`config.mk`:
```
export PLATFORM = sky130hd
export DESIGN_NAME = wdog_keyed
export DESIGN_NICKNAME = d
export VERILOG_FILES = /design/src/rtl/wdog_pkg.sv /design/src/rtl/wdog_regs.sv /design/src/rtl/wdog_counter.sv /design/src/rtl/wdog_pulse.sv /design/src/rtl/wdog_keyed.sv
export SDC_FILE = /design/constraint.sdc
export NUM_CORES = 1
export LEC_CHECK = 0
export ABC_CLOCK_PERIOD_IN_PS = 2000
export BUFFER_PORTS_ARGS = -buffer_cell sky130_fd_sc_hd__buf_2
export CAP_MARGIN = 5
export CORE_MARGIN = 2
export CORE_UTILIZATION = 49
export CTS_BUF_LIST = sky130_fd_sc_hd__clkbuf_4 sky130_fd_sc_hd__clkbuf_8
export DETAILED_ROUTE_END_ITERATION = 10
export PLACE_DENSITY = 0.77
export RECOVER_POWER = 50
export SYNTH_ARGS = -nofsm -noshare
export SYNTH_HDL_FRONTEND = slang
export SYNTH_SLANG_ARGS = --single-unit
```
`constraint.sdc`:
```
create_clock -name clk -period 2 [get_ports clk]
set_input_delay 0 -clock clk [delete_from_list [all_inputs] [get_ports clk]]
set_output_delay 0 -clock clk [all_outputs]
set_load 0.005 [all_outputs]
```
`src/rtl/wdog_pkg.sv`:
```
package wdog_pkg;

    // Register byte offsets
    localparam logic [4:0] OFS_CTRL    = 5'h00;
    localparam logic [4:0] OFS_LENGTH  = 5'h04;
    localparam logic [4:0] OFS_KICK    = 5'h08;
    localparam logic [4:0] OFS_STATUS  = 5'h0C;
    localparam logic [4:0] OFS_COUNT   = 5'h10;
    localparam logic [4:0] OFS_FORCE   = 5'h14;

    // Key values carried inside the write data
    localparam logic [7:0]  KEY_CTRL   = 8'h22;
    localparam logic [4:0]  KEY_LENGTH = 5'h08;
    localparam logic [31:0] KEY_KICK   = 32'h0000_1971;
    localparam logic [31:0] KEY_FORCE  = 32'h0000_1209;

    // Status bit positions
    localparam int unsigned ST_TMO_BIT = 31;
    localparam int unsigned ST_SW_BIT  = 30;

    typedef struct packed {
        logic dual;
        logic irq_mode;
        logic pin_en;
        logic pol;
        logic run;
    } ctrl_t;

endpackage

```
`src/rtl/wdog_regs.sv`:
```
module wdog_regs
    import wdog_pkg::*;
#(
    parameter int unsigned LEN_W = 10
) (
    input  logic             clk,
    input  logic             rst_n,
    input  logic             bus_we_i,
    input  logic [4:0]       bus_addr_i,
    input  logic [31:0]      bus_wdata_i,
    output logic [31:0]      bus_rdata_o,
    input  logic             expire_i,
    input  logic [LEN_W-1:0] cnt_i,
    output logic             run_o,
    output logic             pol_o,
    output logic             pin_en_o,
    output logic             irq_mode_o,
    output logic             tmo_flag_o,
    output logic [LEN_W-1:0] len_eff_o,
    output logic             kick_o,
    output logic             force_o
);

    localparam int unsigned LEN_LSB = 5;

    typedef struct packed {
        ctrl_t            ctrl;
        logic [LEN_W-1:0] len;
        logic             st_tmo;
        logic             st_sw;
    } regs_t;

    regs_t regs_d, regs_q;

    logic ctrl_hit, ctrl_ok, len_hit, len_ok;

    assign ctrl_hit = bus_we_i && (bus_addr_i == OFS_CTRL);
    assign ctrl_ok  = ctrl_hit && (bus_wdata_i[31:24] == KEY_CTRL);
    assign len_hit  = bus_we_i && (bus_addr_i == OFS_LENGTH);
    assign len_ok   = len_hit && (bus_wdata_i[4:0] == KEY_LENGTH);
    assign kick_o   = bus_we_i && (bus_addr_i == OFS_KICK) && (bus_wdata_i == KEY_KICK);
    assign force_o  = bus_we_i && (bus_addr_i == OFS_FORCE) && (bus_wdata_i == KEY_FORCE);

    always_comb begin
        regs_d = regs_q;
        if (ctrl_ok) begin
            regs_d.ctrl.run      = bus_wdata_i[0];
            regs_d.ctrl.pol      = bus_wdata_i[1];
            regs_d.ctrl.pin_en   = bus_wdata_i[2];
            regs_d.ctrl.irq_mode = bus_wdata_i[3];
            regs_d.ctrl.dual     = bus_wdata_i[6];
            regs_d.st_tmo        = 1'b0;
            regs_d.st_sw         = 1'b0;
        end
        if (len_ok) begin
            regs_d.len = bus_wdata_i[LEN_LSB +: LEN_W];
        end
        if (expire_i) begin
            regs_d.st_tmo = 1'b1;
        end
        if (force_o) begin
            regs_d.st_sw = 1'b1;
        end
    end

    always_ff @(posedge clk or negedge rst_n) begin
        if (!rst_n) begin
            regs_q.ctrl   <= '0;
            regs_q.len    <= '1;
            regs_q.st_tmo <= 1'b0;
            regs_q.st_sw  <= 1'b0;
        end else begin
            regs_q <= regs_d;
        end
    end

    always_comb begin
        bus_rdata_o = '0;
        case (bus_addr_i)
            OFS_CTRL: begin
                bus_rdata_o[0] = regs_q.ctrl.run;
                bus_rdata_o[1] = regs_q.ctrl.pol;
                bus_rdata_o[2] = regs_q.ctrl.pin_en;
                bus_rdata_o[3] = regs_q.ctrl.irq_mode;
                bus_rdata_o[6] = regs_q.ctrl.dual;
            end
            OFS_LENGTH: bus_rdata_o[LEN_LSB +: LEN_W] = regs_q.len;
            OFS_STATUS: begin
                bus_rdata_o[ST_TMO_BIT] = regs_q.st_tmo;
                bus_rdata_o[ST_SW_BIT]  = regs_q.st_sw;
            end
            OFS_COUNT: bus_rdata_o[LEN_W-1:0] = cnt_i;
            default: bus_rdata_o = '0;
        endcase
    end

    assign run_o      = regs_q.ctrl.run;
    assign pol_o      = regs_q.ctrl.pol;
    assign pin_en_o   = regs_q.ctrl.pin_en;
    assign irq_mode_o = regs_q.ctrl.irq_mode;
    assign tmo_flag_o = regs_q.st_tmo;
    assign len_eff_o  = (regs_q.len == '0) ? LEN_W'(1) : regs_q.len;


    ctrl_badkey_chk: assert property (@(posedge clk) disable iff (!rst_n)
        (ctrl_hit && !ctrl_ok) |=> $stable(regs_q.ctrl));


    len_badkey_chk: assert property (@(posedge clk) disable iff (!rst_n)
        (len_hit && !len_ok) |=> $stable(regs_q.len));


    status_clear_chk: assert property (@(posedge clk) disable iff (!rst_n)
        (ctrl_ok && !expire_i && !force_o) |=> (!regs_q.st_tmo && !regs_q.st_sw));

endmodule

```
`src/rtl/wdog_counter.sv`:
```
module wdog_counter #(
    parameter int unsigned LEN_W    = 10,
    parameter int unsigned PRESCALE = 512
) (
    input  logic             clk,
    input  logic             rst_n,
    input  logic             tick_i,
    input  logic             run_i,
    input  logic             kick_i,
    input  logic [LEN_W-1:0] len_i,
    output logic [LEN_W-1:0] cnt_o,
    output logic             expire_o
);

    localparam int unsigned PRE_W = (PRESCALE > 1) ? $clog2(PRESCALE) : 1;
    localparam logic [PRE_W-1:0] PRE_LAST = PRE_W'(PRESCALE - 1);

    typedef struct packed {
        logic [PRE_W-1:0] pre;
        logic [LEN_W-1:0] cnt;
    } cnt_state_t;

    cnt_state_t st_d, st_q;
    logic wrap;

    assign wrap     = run_i && tick_i && (st_q.pre == PRE_LAST);
    assign expire_o = wrap && !kick_i && (st_q.cnt == LEN_W'(1));

    always_comb begin
        st_d = st_q;
        if (!run_i || kick_i) begin
            st_d.pre = '0;
            st_d.cnt = len_i;
        end else if (tick_i) begin
            if (st_q.pre == PRE_LAST) begin
                st_d.pre = '0;
                st_d.cnt = (st_q.cnt == LEN_W'(1)) ? len_i : st_q.cnt - LEN_W'(1);
            end else begin
                st_d.pre = st_q.pre + PRE_W'(1);
            end
        end
    end

    always_ff @(posedge clk or negedge rst_n) begin
        if (!rst_n) begin
            st_q.pre <= '0;
            st_q.cnt <= '1;
        end else begin
            st_q <= st_d;
        end
    end

    assign cnt_o = st_q.cnt;


    kick_reload_chk: assert property (@(posedge clk) disable iff (!rst_n)
        kick_i |=> (st_q.pre == '0 && st_q.cnt == $past(len_i)));


    idle_hold_chk: assert property (@(posedge clk) disable iff (!rst_n)
        !run_i |=> (st_q.pre == '0));


    expire_reload_chk: assert property (@(posedge clk) disable iff (!rst_n)
        expire_o |=> (st_q.cnt == $past(len_i)));

endmodule

```
`src/rtl/wdog_pulse.sv`:
```
module wdog_pulse #(
    parameter int unsigned PULSE_LEN = 16
) (
    input  logic clk,
    input  logic rst_n,
    input  logic trig_i,
    output logic active_o
);

    localparam int unsigned PW = $clog2(PULSE_LEN + 1);

    typedef struct packed {
        logic [PW-1:0] left;
    } pulse_t;

    pulse_t p_d, p_q;

    always_comb begin
        p_d = p_q;
        if (trig_i) begin
            p_d.left = PW'(PULSE_LEN);
        end else if (p_q.left != '0) begin
            p_d.left = p_q.left - PW'(1);
        end
    end

    always_ff @(posedge clk or negedge rst_n) begin
        if (!rst_n) begin
            p_q <= '0;
        end else begin
            p_q <= p_d;
        end
    end

    assign active_o = (p_q.left != '0);


    pulse_start_chk: assert property (@(posedge clk) disable iff (!rst_n)
        trig_i |=> (active_o && p_q.left == PW'(PULSE_LEN)));

endmodule

```
`src/rtl/wdog_keyed.sv`:
```
module wdog_keyed #(
    parameter int unsigned LEN_W     = 10,
    parameter int unsigned PRESCALE  = 512,
    parameter int unsigned PULSE_LEN = 16
) (
    input  logic        clk,
    input  logic        rst_n,
    input  logic        tick_i,
    input  logic        bus_we_i,
    input  logic [4:0]  bus_addr_i,
    input  logic [31:0] bus_wdata_i,
    output logic [31:0] bus_rdata_o,
    output logic        rst_o,
    output logic        irq_o
);

    logic             run, pol, pin_en, irq_mode, tmo_flag;
    logic             kick, force_rst, expire, pulse_trig, pulse_on;
    logic [LEN_W-1:0] len_eff, cnt;

    wdog_regs #(.LEN_W(LEN_W)) i_regs (
        .clk         (clk),
        .rst_n       (rst_n),
        .bus_we_i    (bus_we_i),
        .bus_addr_i  (bus_addr_i),
        .bus_wdata_i (bus_wdata_i),
        .bus_rdata_o (bus_rdata_o),
        .expire_i    (expire),
        .cnt_i       (cnt),
        .run_o       (run),
        .pol_o       (pol),
        .pin_en_o    (pin_en),
        .irq_mode_o  (irq_mode),
        .tmo_flag_o  (tmo_flag),
        .len_eff_o   (len_eff),
        .kick_o      (kick),
        .force_o     (force_rst)
    );

    wdog_counter #(.LEN_W(LEN_W), .PRESCALE(PRESCALE)) i_counter (
        .clk      (clk),
        .rst_n    (rst_n),
        .tick_i   (tick_i),
        .run_i    (run),
        .kick_i   (kick),
        .len_i    (len_eff),
        .cnt_o    (cnt),
        .expire_o (expire)
    );

    assign pulse_trig = force_rst || (expire && !irq_mode);

    wdog_pulse #(.PULSE_LEN(PULSE_LEN)) i_pulse (
        .clk      (clk),
        .rst_n    (rst_n),
        .trig_i   (pulse_trig),
        .active_o (pulse_on)
    );

    assign rst_o = (pulse_on && pin_en) ^ pol;
    assign irq_o = tmo_flag && irq_mode;


    irq_no_reset_chk: assert property (@(posedge clk) disable iff (!rst_n)
        (expire && irq_mode && !force_rst && !pulse_on) |=> !pulse_on);


    irq_follows_tmo_chk: assert property (@(posedge clk) disable iff (!rst_n)
        (expire && irq_mode && !bus_we_i) |=> irq_o);

endmodule

```
-- After elaboration in Yosys (flattened, before gate mapping)
Cells that the tools add are included.
- shift operators: 0
- reduce and logical (&&, ||, !) cells: 29
- multipliers: 0
- order comparisons: 0
- div/mod/pow operators: 0
- eq/ne operators: 11
- $add $sub $neg: 3
- muxes and demuxes: 18
- bitwise operators: 1
- operators by type and width (cell ; count):
    equality test 32 x 13 -> 1 bit, second input constant ; 2
    2-to-1 mux 19 bit ; 2
    2-to-1 mux 10 bit ; 3
    equality test 5 x 4 -> 1 bit, second input constant ; 3
    logical AND 1 bit ; 15
    2-to-1 mux 5 bit ; 3
    equality test 10 x 1 -> 1 bit, second input constant ; 1
    equality test 5 bit, second input constant ; 2
    logical NOT 10 bit ; 1
    nonzero test 2 bit ; 5
    subtractor 10 x 1 -> 10 bit, second input constant ; 1
    adder 9 x 1 -> 9 bit, second input constant ; 1
    equality test 9 bit, second input constant ; 1
    2-to-1 mux 9 bit ; 1
    equality test 8 x 6 -> 1 bit, second input constant ; 1
    one-hot mux 4 bit (2 select lines) ; 1
    one-hot mux 3 bit (2 select lines) ; 1
    equality test 5 x 3 -> 1 bit, second input constant ; 1
    logical NOT 5 bit ; 1
    nonzero test 5 bit ; 1
    subtractor 5 x 1 -> 5 bit, second input constant ; 1
    2-to-1 mux 2 bit ; 2
    logical NOT 1 bit ; 3
    2-to-1 mux 1 bit ; 3
    5 further kinds ; 6
- memory bits (writable): 0
- bits in latches: 0
- memories kept: 0
- register bits: 41
- bits in read-only memories: 0
- word-level logic and storage cells: 73

-- Logic depth before layout (Yosys ltp)
Gate-level depths: netlist of run 1.
- depth after elaboration: 9
- mapped depth: 10
- mapped depth without buffers: 9

-- By module
From an unflattened synthesis of run 1, not the netlist that was laid out.
- cell total of the unflattened synthesis: 285
- area, all modules: 2760.1 µm²
- modules (own cells, without submodules) (module ; instances ; sequential area each (µm²) ; area each (µm²) ; cells each):
    wdog_counter ; 1 ; 488.0 ; 1271.2 ; 138
    wdog_regs ; 1 ; 437.9 ; 1196.1 ; 117
    wdog_pulse ; 1 ; 125.1 ; 261.5 ; 25
    wdog_keyed ; 1 ; 0.0 ; 31.3 ; 5

-- Worst setup path after synthesis of run 1
Ideal clock, no wire load.
- path kind: register to register
- from: register i_counter.cnt_o[7] (netlist name)
- to: register i_pulse.p_q[4] in the netlist's numbering
- library setup time: 78 ps
- slack: -227 ps
- path buffers: 0
- arrival time: 2149 ps
- cell stages (with the launch flop): 7
- period minus slack after synthesis: 2227 ps
- cells stage by stage: dfstp_2 -> or4_4 -> or4b_4 -> nor3_4 -> nand3_1 -> o31ai_4 -> o21bai_1
- cells in the longest elaborated chain, start to end: 5
- elaborated cells between the ends (all ways): 6
- those cells by class: eq/ne (1); mux (1); reduce/logical (4)
- ends and longest elaborated chain (what ; RTL line ; RTL):
    equality test 10 x 1 -> 1 bit (*) ; wdog_counter.sv:27 ; assign expire_o = wrap && !kick_i && (st_q.cnt == LEN_W'(1));
    logical AND 1 bit (*) ; wdog_counter.sv:27 ;
    logical AND 1 bit (*) ; wdog_keyed.sv:51 ; assign pulse_trig = force_rst || (expire && !irq_mode);
    logical OR 1 bit (*) ; wdog_keyed.sv:51 ;
    2-to-1 mux 5 bit / nonzero test 2 bit (equally long branches) ; -- ;
    end signal, assigned ; wdog_pulse.sv:31 ; p_q <= p_d;
    end, declared ; wdog_pulse.sv:16 ; pulse_t p_d, p_q;
Every way passes the cells marked *; elsewhere a longest branch is shown, timed or not.
A chain may end at the register's enable or synchronous reset.

-- Worst setup path in the final report of run 1
- from: register i_counter.cnt_o[7] (netlist name)
- to: register i_counter.cnt_o[9] (netlist name)
- cells in the longest elaborated chain, start to end: 5
- elaborated cells between the ends (all ways): 6
- those cells by class: add/sub (1); eq/ne (1); mux (4)
- ends and longest elaborated chain (what ; RTL line ; RTL):
    subtractor 10 x 1 -> 10 bit / equality test 10 x 1 -> 1 bit (equally long branches) ; wdog_counter.sv:37 ; st_d.cnt = (st_q.cnt == LEN_W'(1)) ? len_i : st_q.cnt - LEN_W'(1);
    2-to-1 mux 10 bit (*) ; wdog_counter.sv:37 ;
    2-to-1 mux 10 bit (*) ; wdog_counter.sv:35 ; if (st_q.pre == PRE_LAST) begin
    2-to-1 mux 19 bit (*) ; wdog_counter.sv:34 ; end else if (tick_i) begin
    2-to-1 mux 19 bit (*) ; wdog_counter.sv:31 ; if (!run_i || kick_i) begin
Every way passes the cells marked *; elsewhere a longest branch is shown, timed or not. The select of a mux whose other input is x is not followed.

==> run summary, run 1 <==
Top post-synthesis cells by area: dfrtp_1 20%, dfstp_2 20%, mux2_2 7.0%
WL met2: 3.63 mm
Placer Congestion: 0.858
Synth Cell Area: 0.00259 mm^2
Vias: 2,521
VDD IR max: 0.000329 V
Area delta synth->final: 35.5%
Fmax: 0.428 GHz
Crit Path Class: flop to flop
Yosys Warn Count: 0
Synth Register Bits: 41
Pwr/cell area: 470 mW/mm^2
Min Tclk post-route: 2.34 ns
Drt total wl: 6.97 mm
Drt wl/cell: 15.5 um
Routed wl met3: 305 um
Die Width: 76.7 um
Initial Utilization: 0.507
Slew @ Worst Pin: 0.995 ns
Clk buf depth: 2
Worst Setup Start Kind: flop
Placed Area: 0.00312 mm^2
Reg2reg path depth: 7
Ports: 75
Die height: 76.7 um
Clock Sinks: 41
Critical Path RT: 2.23 ns
Largest net degree at the start of global routing: 42
Port bufs: 59
Largest area contributor in the synthesized netlist: dfrtp_1
CP top delay family: simple AND/OR/NAND/NOR gates
Fin crit share: 1.17
Syn Area/Cell: 9.53 um^2
H-tree depth: 2
Setup-failing EPs final: 16
Cells after Synth: 272
Worst-path clk slew: 0.08 ns
Initial antenna violation count: 0
Post-synth EDFFs: 0
Post-layout nets: 426
Crit path max fanout: 7
ANT nets after route: 0
Hold depth: 3
First-pass DRT Iterations: 4
Row Count: 26
Drt drc: 0
ANT cells: 0
Routed vias/inst: 5.60
Fin util: 0.687
Detailed placement HPWL: 4.70 mm
Design Area, Final: 0.00351 mm^2
Hold Fails Final Rpt: 0
Die area: 0.00589 mm^2
DRT iter0 DRCs: 193
CTS tree: done
TritonCTS Buffers: 5
Crit path depth: 7
Met1 wire length: 2.86 mm
Ys async rst share: 1.00
Max Used Layer: met4
Vias in the first global route: 2,437
Slowest cell on crit path: or4b_4
Worst path bufs/invs: 1
Relative max-transition margin: 0.337
Lkg Pwr: 1.65 nW
Critical path cell sequence: or4_4 > or4b_4 > nor3_4 > buf_4 > nor2_4 > o22ai_1 > o2bb2a_2
Seq/Total Area, Yosys: 0.406
Post-Layout Cell Count: 450
Clock Skew: 0.00747 ns
Status: finished, violations left
Crit. End Element: flop
Most used DFF post-synth: dfrtp_1
Critical path arrival: 2.57 ns
Core Box Area: 0.00511 mm^2
Total power: 1.65 mW
Skew-Pair Late Insertion Delay: 0.30 ns
Root Driver: clkbuf_8
Max Slew Vio Count: 0
Failing checks: negative setup slack
First-pass GRT wire length: 11.0 mm
Placed cell count: 422
Final worst setup slack: -0.338 ns
Area fraction of the dominant cell type after synthesis: 0.203
Max cap viols: 0
Post-synth cell types: 49
Unrepaired setup endpoints after global routing: true
Setup TNS: -4.73 ns
Grt ovf: 0
Worst stage delay on the critical path: 0.55 ns
Total GRT Usage: 0.232
Hold Path Class: primary input to flop
Layout cell share with drive strength beyond 1: 0.442
==> power breakdown <==
part	switching [mW]	internal (mW)	total, mW
clock network	0.283	0.256	0.539
logic	0.132	0.125	0.257
registers	0.00892	0.845	0.854
total	0.424	1.23	1.65
==> path summary, 6_finish.rpt <==
kind                                                start                        endpoint  slack, ns
min                                                tick_i  i_counter.st_q[11]$_DFFE_PN0P_       0.13
max reg2reg                i_counter.cnt_o[7]$_DFFE_PN1P_  i_counter.cnt_o[9]$_DFFE_PN1P_      -0.34
max                        i_counter.cnt_o[7]$_DFFE_PN1P_  i_counter.cnt_o[9]$_DFFE_PN1P_      -0.34
max in group asynchronous                           rst_n      i_pulse.p_q[0]$_DFFE_PN0P_       0.98
min in group asynchronous                           rst_n  i_counter.st_q[11]$_DFFE_PN0P_       0.40
min reg2reg                  i_regs.regs_q[0]$_DFFE_PN0P_    i_regs.regs_q[0]$_DFFE_PN0P_       0.48
==> worst min-delay path, cell delays in order <==
cell and delay [ns]:
buf_2 0.20, nand3b_1 0.13, a21oi_1 0.06
==> flip-flops by register name (all words and copies together), names as in the netlist <==
name	cells
i_regs.tmo_flag_o	1
i_regs.irq_mode_o	1
i_counter.cnt_o	10
i_regs.regs_q	12
i_pulse.p_q	5
i_counter.st_q	9
i_regs.pin_en_o	1
i_regs.pol_o	1
i_regs.run_o	1
==> stage by stage <==
step | setup WS, ns | hold WS [ns]
2_1_floorplan | -0.227 | -0.296
3_5_place_dp | -0.293 | 0.176
5_1_grt | -0.418 | 0.148
4_1_cts | -0.303 | 0.120
3_3_place_gp | -0.257 | 0.175
6_report | -0.338 | 0.134
==> Yosys cell counts, drive strengths merged (2+ instances only) <==
master	instances
a22oi	6
nand2b	5
dfrtp	21
and2	8
mux2i	6
nor3b	2
inv	7
o2bb2ai	3
and3	9
xnor2	3
a22o	4
nor2b	2
a21oi	15
dfstp	20
nand3b	3
nor4b	4
and4b	2
buf	20
nand2	15
mux2	16
nand4	4
or4	2
nand3	3
a211oi	2
o21ai	12
clkbuf	4
nor4	8
or3	5
ha	6
nor3	11
nor2	30
==> cell usage in the layout (no fill, tap or decap), drive strengths merged, types with 8 or more instances in the layout <==
master       instances
a21oi               15
and2                 8
and3                 9
buf                 93
conb                15
dfrtp               21
dfstp               20
dlygate4sd3         15
mux2                16
nand2               15
nor2                30
nor3                11
nor4                 8
o21ai               12
==> cell families after synthesis <==
group / after synthesis / synth area share
AND/OR/NAND/NOR: 116 / 0.250
other: 1 / 0.00145
buffers and inverters: 31 / 0.0715
flip-flops: 41 / 0.406
AO/OA/AOI/OAI: 51 / 0.136
XOR/XNOR: 4 / 0.0135
multiplexers: 22 / 0.0927
adder cells (fa/ha/maj): 6 / 0.0290
==> final cells by class <==
cell class              count  area [um^2]
fillers                   396         1600
flip-flops and latches     41         1050
repair buffers            109          716
multi-input cells         215         1540
inverters                   7         26.3
well taps                  70         87.6
clock inverters             2         10.0
clock buffers               6         76.3
==> timing repair <==
action | 4_1_cts | 5_1_grt
setup buffers | 3 | 2
pin swaps | 3 | 19
resized for setup | 5 | 29
endpoints found under the setup margin | 16 | 24
cloned | 0 | 1
hold buffers | 15 | 0
hold endpoints to repair | 36 | 0
==> layer usage <==
metal | GRT usage | up-vias
met2 | 0.411 | 88
met1 | 0.283 | 1237
met4 | 0.0836 | 0
met3 | 0.0388 | 18
met5 | 0 | -
li1 | - | 1178
Power figures use the tool's default switching activity.
==> run 2, diff against run 1 <==
--- a/config.mk
+++ b/config.mk
@@ -9,10 +9,10 @@
 export BUFFER_PORTS_ARGS = -buffer_cell sky130_fd_sc_hd__buf_2
 export CAP_MARGIN = 5
 export CORE_MARGIN = 2
-export CORE_UTILIZATION = 49
-export CTS_BUF_LIST = sky130_fd_sc_hd__clkbuf_4 sky130_fd_sc_hd__clkbuf_8
+export CORE_UTILIZATION = 47
+export CTS_BUF_LIST = sky130_fd_sc_hd__clkbuf_16
 export DETAILED_ROUTE_END_ITERATION = 10
-export PLACE_DENSITY = 0.77
+export PLACE_DENSITY = 0.74
 export RECOVER_POWER = 50
 export SYNTH_ARGS = -nofsm -noshare
 export SYNTH_HDL_FRONTEND = slang
==> run 2 against run 1 <==
The flow still finishes with violations (negative setup slack). Non-clock buffer count is 7 lower. Die area increased by 4.0%. Cell count decreased by 1.1%. Power up 17%. Worst setup slack gained 0.057 ns. Register-to-register slack improved by 0.06 ns. Clock power is 55% higher. Highest routed layer unchanged.
==> run summary, run 2 (synthesized netlist as in run 1, its figures left out) <==
Die Width: 78.3 um (was 76.7 um)
Post-place setup slack: -0.318 ns (was -0.293 ns)
Fin crit share: 1.14 (was 1.17)
Clock share of power: 0.433 (was 0.327)
Drt drc: 0 (unchanged)
Layout cell share with drive strength beyond 1: 0.381 (was 0.442)
Met3 Usage GRT: 0.0402 (was 0.0388)
Commonest non-fill, non-tap cells in the layout: 55 x buf_2, 29 x nor2_1, 29 x buf_4 (was 58 x buf_2, 33 x buf_4, 28 x nor2_1)
Placer Congestion: 0.855 (was 0.858)
GR Util met1: 0.284 (was 0.283)
Die area: 0.00612 mm^2 (was 0.00589 mm^2)
Fmax: 0.438 GHz (was 0.428 GHz)
Port bufs: 59 (unchanged)
Hold Fails Final Rpt: 0 (unchanged)
Sw Pwr: 0.437 mW (was 0.424 mW)
Setup slack, reg-to-reg: -0.28 ns (was -0.34 ns)
CTS tree: done (unchanged)
Die height: 78.3 um (was 76.7 um)
Hold Path Class: primary input to flop (unchanged)
First-pass GRT wire length: 11.0 mm (about the same)
Largest net degree at the start of global routing: 42 (unchanged)
ANT nets after route: 0 (unchanged)
Relative max-transition margin: 0.323 (was 0.337)
Failing checks: negative setup slack (unchanged)
Max cap viols: 0 (unchanged)
Lkg Pwr: 1.60 nW (was 1.65 nW)
Initial antenna violation count: 0 (unchanged)
Slew @ Worst Pin: 1.02 ns (was 0.995 ns)
Drt total wl: 6.51 mm (was 6.97 mm)
Area delta synth->final: 33.1% (was 35.5%)
Clock Sinks: 41 (unchanged)
Pwr/cell area: 559 mW/mm^2 (was 470 mW/mm^2)
Root Driver: clkbuf_16 (was clkbuf_8)
Skew-Pair Late Insertion Delay: 0.28 ns (was 0.30 ns)
TritonCTS Buffers: 5 (unchanged)
Critical path arrival: 2.47 ns (was 2.57 ns)
Clock Skew: 0.00481 ns (was 0.00747 ns)
Critical path cell sequence: or4_4 > or4b_4 > nor3_4 > buf_4 > or2_4 > nor3_1 > a211oi_1 (was or4_4 > or4b_4 > nor3_4 > buf_4 > nor2_4 > o22ai_1 > o2bb2a_2)
Placed Area: 0.00310 mm^2 (was 0.00312 mm^2)
Final worst setup slack: -0.281 ns (was -0.338 ns)
Drt wl/cell: 14.6 um (was 15.5 um)
H-tree depth: 2 (unchanged)
Worst stage delay on the critical path: 0.55 ns (about the same)
Placed cell count: 421 (was 422)
Routed vias/inst: 5.41 (was 5.60)
Worst Setup Start Kind: flop (unchanged)
Design Area, Final: 0.00345 mm^2 (was 0.00351 mm^2)
First-pass DRT Iterations: 4 (unchanged)
Max Slew Vio Count: 0 (unchanged)
Detailed placement HPWL: 4.77 mm (was 4.70 mm)
Largest Register: i_regs.regs_q (unchanged)
Number of flip-flops in the largest register: 12 (unchanged)
Pint: 1.49 mW (was 1.23 mW)
Grt met2 use: 0.397 (was 0.411)
Setup-failing EPs final: 16 (unchanged)
Worst-path clk slew: 0.06 ns (was 0.08 ns)
Post-layout nets: 419 (was 426)
Min Tclk post-route: 2.28 ns (was 2.34 ns)
Clk buf depth: 2 (unchanged)
Crit Path Class: flop to flop (unchanged)
Row Count: 27 (was 26)
Total GRT Usage: 0.225 (was 0.232)
Post-Layout Cell Count: 445 (was 450)
Vias: 2,406 (was 2,521)
ANT cells: 0 (unchanged)
Ports: 75 (unchanged)
Vias in the first global route: 2,393 (was 2,437)
Crit path max fanout: 5 (was 7)
Status: finished, violations left (unchanged)
Slowest cell on crit path: or4b_4 (unchanged)
Crit. End Element: flop (unchanged)
Sequential power share: 0.444 (was 0.518)
Most common cell after layout, fill and taps aside: buf_2 (unchanged)
Logic pwr share: 0.123 (was 0.156)
Initial Utilization: 0.479 (was 0.507)
DRT iter0 DRCs: 107 (was 193)
Unrepaired setup endpoints after global routing: true (unchanged)
Core Box Area: 0.00541 mm^2 (was 0.00511 mm^2)
Sw Share: 0.227 (was 0.257)
GRT busiest layer: met2 (unchanged)
Critical Path RT: 2.19 ns (was 2.23 ns)
VDD IR max: 0.000308 V (was 0.000329 V)
Grt ovf: 0 (unchanged)
-- run 2: timing repair --
item,in CTS,in global routing
endpoints found under the setup margin,21,23
buffers inserted,1,1
hold endpoints to repair,33,0
hold buffers,13,0
gates cloned,1,0
gates resized for setup,5,10
pin swaps,0,7
-- run 2: stage by stage --
stage	setup TNS, ns	util	total power, mW	hold WS (ns)
after global placement	-3.01	0.573	1.07	0.175
after CTS	-3.20	0.632	1.93	0.00279
final	-3.65	0.638	1.93	0.0120
after detailed placement	-3.74	0.573	1.07	0.177
after floorplan	-2.58	-	0.980	-0.296
after global routing	-5.25	0.638	2.00	0.0173
-- run 2: final timing paths --
check	from	to	cells after the start
worst min-delay path	bus_wdata_i[6]	i_regs.regs_q[3]$_DFFE_PN1P_	2
min in group asynchronous	rst_n	i_regs.pin_en_o$_DFFE_PN0P_	2
max in group asynchronous	rst_n	i_counter.st_q[18]$_DFFE_PN0P_	2
worst min register to register	i_regs.regs_q[0]$_DFFE_PN0P_	i_regs.regs_q[0]$_DFFE_PN0P_	2
worst max register to register	i_counter.cnt_o[7]$_DFFE_PN1P_	i_counter.cnt_o[0]$_DFFE_PN1P_	7
worst max-delay path	i_counter.cnt_o[7]$_DFFE_PN1P_	i_counter.cnt_o[0]$_DFFE_PN1P_	7
-- run 2: layout make-up --
| class | count | area (um^2) |
|---|---|---|
| fill | 438 | 1960 |
| multi-input combinational | 215 | 1480 |
| sequential | 41 | 1050 |
| timing repair buffer | 102 | 643 |
| clock buffer | 6 | 150 |
| tap | 72 | 90.1 |
| inverter | 7 | 26.3 |
| clock inverter | 2 | 7.51 |
-- run 2: routing by layer --
layer / up-vias / wire (um)
met4: 0 / 68
met3: 6 / 327
met1: 1165 / 2790
li1: 1163 / -
met5: - / 0
met2: 72 / 3330
-- run 2: worst max-delay path, delay by kind of cell, from the launching register on --
| family | cells | cell delay, ns |
|---|---|---|
| AO/OA/AOI/OAI | 1 | 0.20 |
| flip-flops | 1 | 0.37 |
| AND/OR/NAND/NOR | 5 | 1.45 |
| buffers and inverters | 1 | 0.17 |
-- run 2: power by group through the flow --
stage / Clock, mW / Sequential [mW] / Combinational (mW)
final: 0.835 / 0.855 / 0.237
after global routing: 0.885 / 0.856 / 0.263
after CTS: 0.843 / 0.855 / 0.234
after detailed placement: 0 / 0.868 / 0.202
after global placement: 0 / 0.868 / 0.198
after floorplan: 0 / 0.868 / 0.112
==> run 3, diff against run 2 <==
--- a/config.mk
+++ b/config.mk
@@ -5,11 +5,12 @@
 export SDC_FILE = /design/constraint.sdc
 export NUM_CORES = 1
 export LEC_CHECK = 0
+export ABC_AREA = 1
 export ABC_CLOCK_PERIOD_IN_PS = 2000
 export BUFFER_PORTS_ARGS = -buffer_cell sky130_fd_sc_hd__buf_2
 export CAP_MARGIN = 5
 export CORE_MARGIN = 2
-export CORE_UTILIZATION = 47
+export CORE_UTILIZATION = 48
 export CTS_BUF_LIST = sky130_fd_sc_hd__clkbuf_16
 export DETAILED_ROUTE_END_ITERATION = 10
 export PLACE_DENSITY = 0.74
==> run 3 against run 2 <==
The run now ends clean. Via count grew 22%. Non-clock buffer count shrank 29. First-iteration DRC count grew 110%. Sequential cell count is the same. Worst hold slack gained 0.0065 ns. Core utilization shrank 4.4 points. Synthesized area grew 13%. Largest power group is now clock.
==> run summary, run 3 <==
Ys async rst share: 1.00 (unchanged)
FF-to-FF Start: i_counter.st_q[10]$_DFFE_PN0P_ (was i_counter.cnt_o[7]$_DFFE_PN1P_)
Post-synth cell types: 30 (was 49)
Area fraction of the dominant cell type after synthesis: 0.180 (was 0.203)
Core Box Area: 0.00592 mm^2 (was 0.00541 mm^2)
Fmax: 0.542 GHz (was 0.438 GHz)
Total power: 1.92 mW (was 1.93 mW)
Worst Setup Start Kind: flop (unchanged)
Multi-input gate area: 0.00157 mm^2 (was 0.00148 mm^2)
Vias: 2,932 (was 2,406)
Largest Register: i_regs.regs_q (unchanged)
Worst Hold Path EP: i_regs.pol_o$_DFFE_PN0P_ (was i_regs.regs_q[3]$_DFFE_PN1P_)
Reg2reg path depth: 11 (was 7)
Reg2reg end: i_pulse.p_q[3]$_DFFE_PN0P_ (was i_counter.cnt_o[0]$_DFFE_PN1P_)
Hold Path Class: primary input to flop (unchanged)
Grt ovf: 0 (unchanged)
Largest net degree at the start of global routing: 42 (unchanged)
Critical path arrival: 2.01 ns (was 2.47 ns)
Filler cells: 556 (was 438)
First-pass DRT Iterations: 4 (unchanged)
Area delta synth->final: 20.2% (was 33.1%)
Port bufs: 59 (unchanged)
Setup-failing EPs final: 0 (was 16)
Clock Sinks: 41 (unchanged)
Placer Congestion: 0.865 (was 0.855)
Relative max-transition margin: 0.342 (was 0.323)
Status: finished, final reports clean (was finished, violations left)
Top post-synthesis cells by area: dfrtp_1 18%, dfstp_2 18%, nand2_1 17% (was dfrtp_1 20%, dfstp_2 20%, mux2_2 7.0%)
Skew-Pair Late Insertion Delay: 0.28 ns (about the same)
Critical Path RT: 2.17 ns (was 2.19 ns)
Hold depth: 2 (unchanged)
Row Count: 28 (was 27)
First-pass GRT wire length: 12.2 mm (was 11.0 mm)
Post-layout nets: 551 (was 419)
Most used DFF post-synth: dfrtp_1 (unchanged)
Routed vias/inst: 5.06 (was 5.41)
Worst path bufs/invs: 0 (was 1)
Commonest non-fill, non-tap cells in the layout: 128 x nand2_1, 57 x inv_1, 57 x nor2_1 (was 55 x buf_2, 29 x nor2_1, 29 x buf_4)
Crit. End Element: flop (unchanged)
Root Driver: clkbuf_16 (unchanged)
Total GRT Usage: 0.234 (was 0.225)
Slew @ Worst Pin: 0.987 ns (was 1.02 ns)
Vias in the first global route: 2,653 (was 2,393)
Clk buf depth: 2 (unchanged)
Drt wl/cell: 12.4 um (was 14.6 um)
Layout cell share with drive strength beyond 1: 0.204 (was 0.381)
Slowest cell on crit path: dfrtp_1 (was or4b_4)
Initial antenna violation count: 0 (unchanged)
TritonCTS Buffers: 5 (unchanged)
Fin util: 0.594 (was 0.638)
ANT nets after route: 0 (unchanged)
Commonest cells in the netlist: 130 x nand2_1, 56 x inv_1, 56 x nor2_1, 30 x nand3_1, 21 x dfrtp_1 (was 30 x nor2_1, 21 x dfrtp_1, 20 x dfstp_2, 16 x mux2_2)
Setup slack, reg-to-reg: 0.16 ns (was -0.28 ns)
Number of flip-flops in the largest register: 12 (unchanged)
Seq. cell area: 0.00105 mm^2 (unchanged)
Synth Register Bits: 41 (unchanged)
Initial Utilization: 0.494 (was 0.479)
Fin crit share: 0.922 (was 1.14)
ANT cells: 0 (unchanged)
Cells after Synth: 431 (was 272)
Worst stage delay on the critical path: 0.37 ns (was 0.55 ns)
Hold Fails Final Rpt: 0 (unchanged)
DRT iter0 DRCs: 224 (was 107)
Min Tclk post-route: 1.84 ns (was 2.28 ns)
Hold path start: bus_wdata_i[1] (was bus_wdata_i[6])
Drt total wl: 7.20 mm (was 6.51 mm)
Detailed placement HPWL: 5.28 mm (was 4.77 mm)
Clock Skew: 0.00479 ns (was 0.00481 ns)
CP top delay family: simple AND/OR/NAND/NOR gates (unchanged)
Max cap viols: 0 (unchanged)
Yosys Warn Count: 0 (unchanged)
H-tree depth: 2 (unchanged)
Lkg Pwr: 1.84 nW (was 1.60 nW)
Critical path cell sequence: ha_1 > nand2_2 > nor3_4 > nand2_1 > nor2_1 > ha_2 > nand2_1 > nor2_2 > nand3_2 > nand2_4 > nor2_1 (was or4_4 > or4b_4 > nor3_4 > buf_4 > or2_4 > nor3_1 > a211oi_1)
Unrepaired setup endpoints after global routing: true (unchanged)
Die Width: 82.1 um (was 78.3 um)
Crit path max fanout: 4 (was 5)
Drt drc: 0 (unchanged)
VDD IR max: 0.000285 V (was 0.000308 V)
Worst-path clk slew: 0.06 ns (about the same)
Synth Cell Area: 0.00292 mm^2 (was 0.00259 mm^2)
Pwr/cell area: 545 mW/mm^2 (was 559 mW/mm^2)
Post-synth EDFFs: 0 (unchanged)
Die area: 0.00673 mm^2 (was 0.00612 mm^2)
Max Slew Vio Count: 0 (unchanged)
Setup TNS: 0 ns (was -3.65 ns)
CTS tree: done (unchanged)
Hold Slack: 0.0185 ns (was 0.0120 ns)
Ports: 75 (unchanged)
Crit Path Class: flop to flop (unchanged)
Syn Area/Cell: 6.78 um^2 (was 9.53 um^2)
Largest area contributor in the synthesized netlist: dfrtp_1 (unchanged)
Die height: 82.1 um (was 78.3 um)
Seq/Total Area, Yosys: 0.359 (was 0.406)
Most common cell after layout, fill and taps aside: nand2_1 (was buf_2)
Most common cell in the netlist: nand2_1 (was nor2_1)
[run 3: how the worst max path moves through the flow]
stage | cells past startpoint | start | end | slack (ns)
floorplan | 11 | i_counter.st_q[10]$_DFFE_PN0P_ | i_pulse.p_q[3]$_DFFE_PN0P_ | 0.20
global placement | 11 | i_counter.st_q[10]$_DFFE_PN0P_ | i_pulse.p_q[0]$_DFFE_PN0P_ | 0.08
detailed placement | 11 | i_counter.st_q[10]$_DFFE_PN0P_ | i_pulse.p_q[3]$_DFFE_PN0P_ | -0.01
CTS | 11 | i_counter.st_q[10]$_DFFE_PN0P_ | i_pulse.p_q[3]$_DFFE_PN0P_ | 0.04
global route | 11 | i_counter.st_q[10]$_DFFE_PN0P_ | i_counter.cnt_o[0]$_DFFE_PN1P_ | -0.02
finish | 11 | i_counter.st_q[10]$_DFFE_PN0P_ | i_pulse.p_q[3]$_DFFE_PN0P_ | 0.16
[run 3: area by class of cell]
| type | count | share of cell area |
|---|---|---|
| sequential | 41 | 0.299 |
| inverter | 59 | 0.0630 |
| timing repair buffer | 73 | 0.119 |
| clock buffer | 5 | 0.0356 |
| tap | 75 | 0.0267 |
| clock inverter | 3 | 0.0107 |
| multi-input combinational | 324 | 0.446 |
[run 3: timing repair]
item | CTS | global route
gates resized for setup | 1 | 8
hold buffers | 11 | 0
endpoints found under the setup margin | 4 | 17
pin swaps | 0 | 2
setup buffers | 0 | 1
endpoints found under the hold margin | 31 | 0
[run 3: logic make-up after synthesis]
family | after synthesis | share of synthesized area
and+or+nand+nor | 252 | 0.371
other | 1 | 0.00128
xor gates and xnor gates | 12 | 0.0359
adders and majority gates | 6 | 0.0257
buffers and inverters | 80 | 0.129
DFF | 41 | 0.359
AOI/OAI and AO/OA | 35 | 0.0629
muxes | 4 | 0.0145
[run 3: per-layer routing]
| metal | vias up | share of wire | global-route usage |
|---|---|---|---|
| li1 | 1477 | - | - |
| met1 | 1343 | 0.43 | 0.310 |
| met2 | 101 | 0.50 | 0.399 |
| met3 | 11 | 0.053 | 0.0253 |
| met4 | 0 | 0.015 | 0.0733 |
| met5 | - | 0 | 0 |
[run 3: report_power, final]
| group | leakage, nW | switching [mW] | internal (mW) | total (mW) |
|---|---|---|---|---|
| combinational | 1.25 | 0.0972 | 0.0664 | 0.164 |
| clock | 0.0826 | 0.323 | 0.580 | 0.903 |
| sequential | 0.501 | 0.00754 | 0.843 | 0.851 |
[run 3: per-stage QoR]
stage	cell area (um^2)	worst slack (ns)	cells
after floorplan	2980	0.201	445
after global placement	3220	0.0823	560
after detailed placement	3220	-0.0137	560
after CTS	3500	0.0438	579
after global routing	3510	-0.0241	580
final	3510	0.155	580
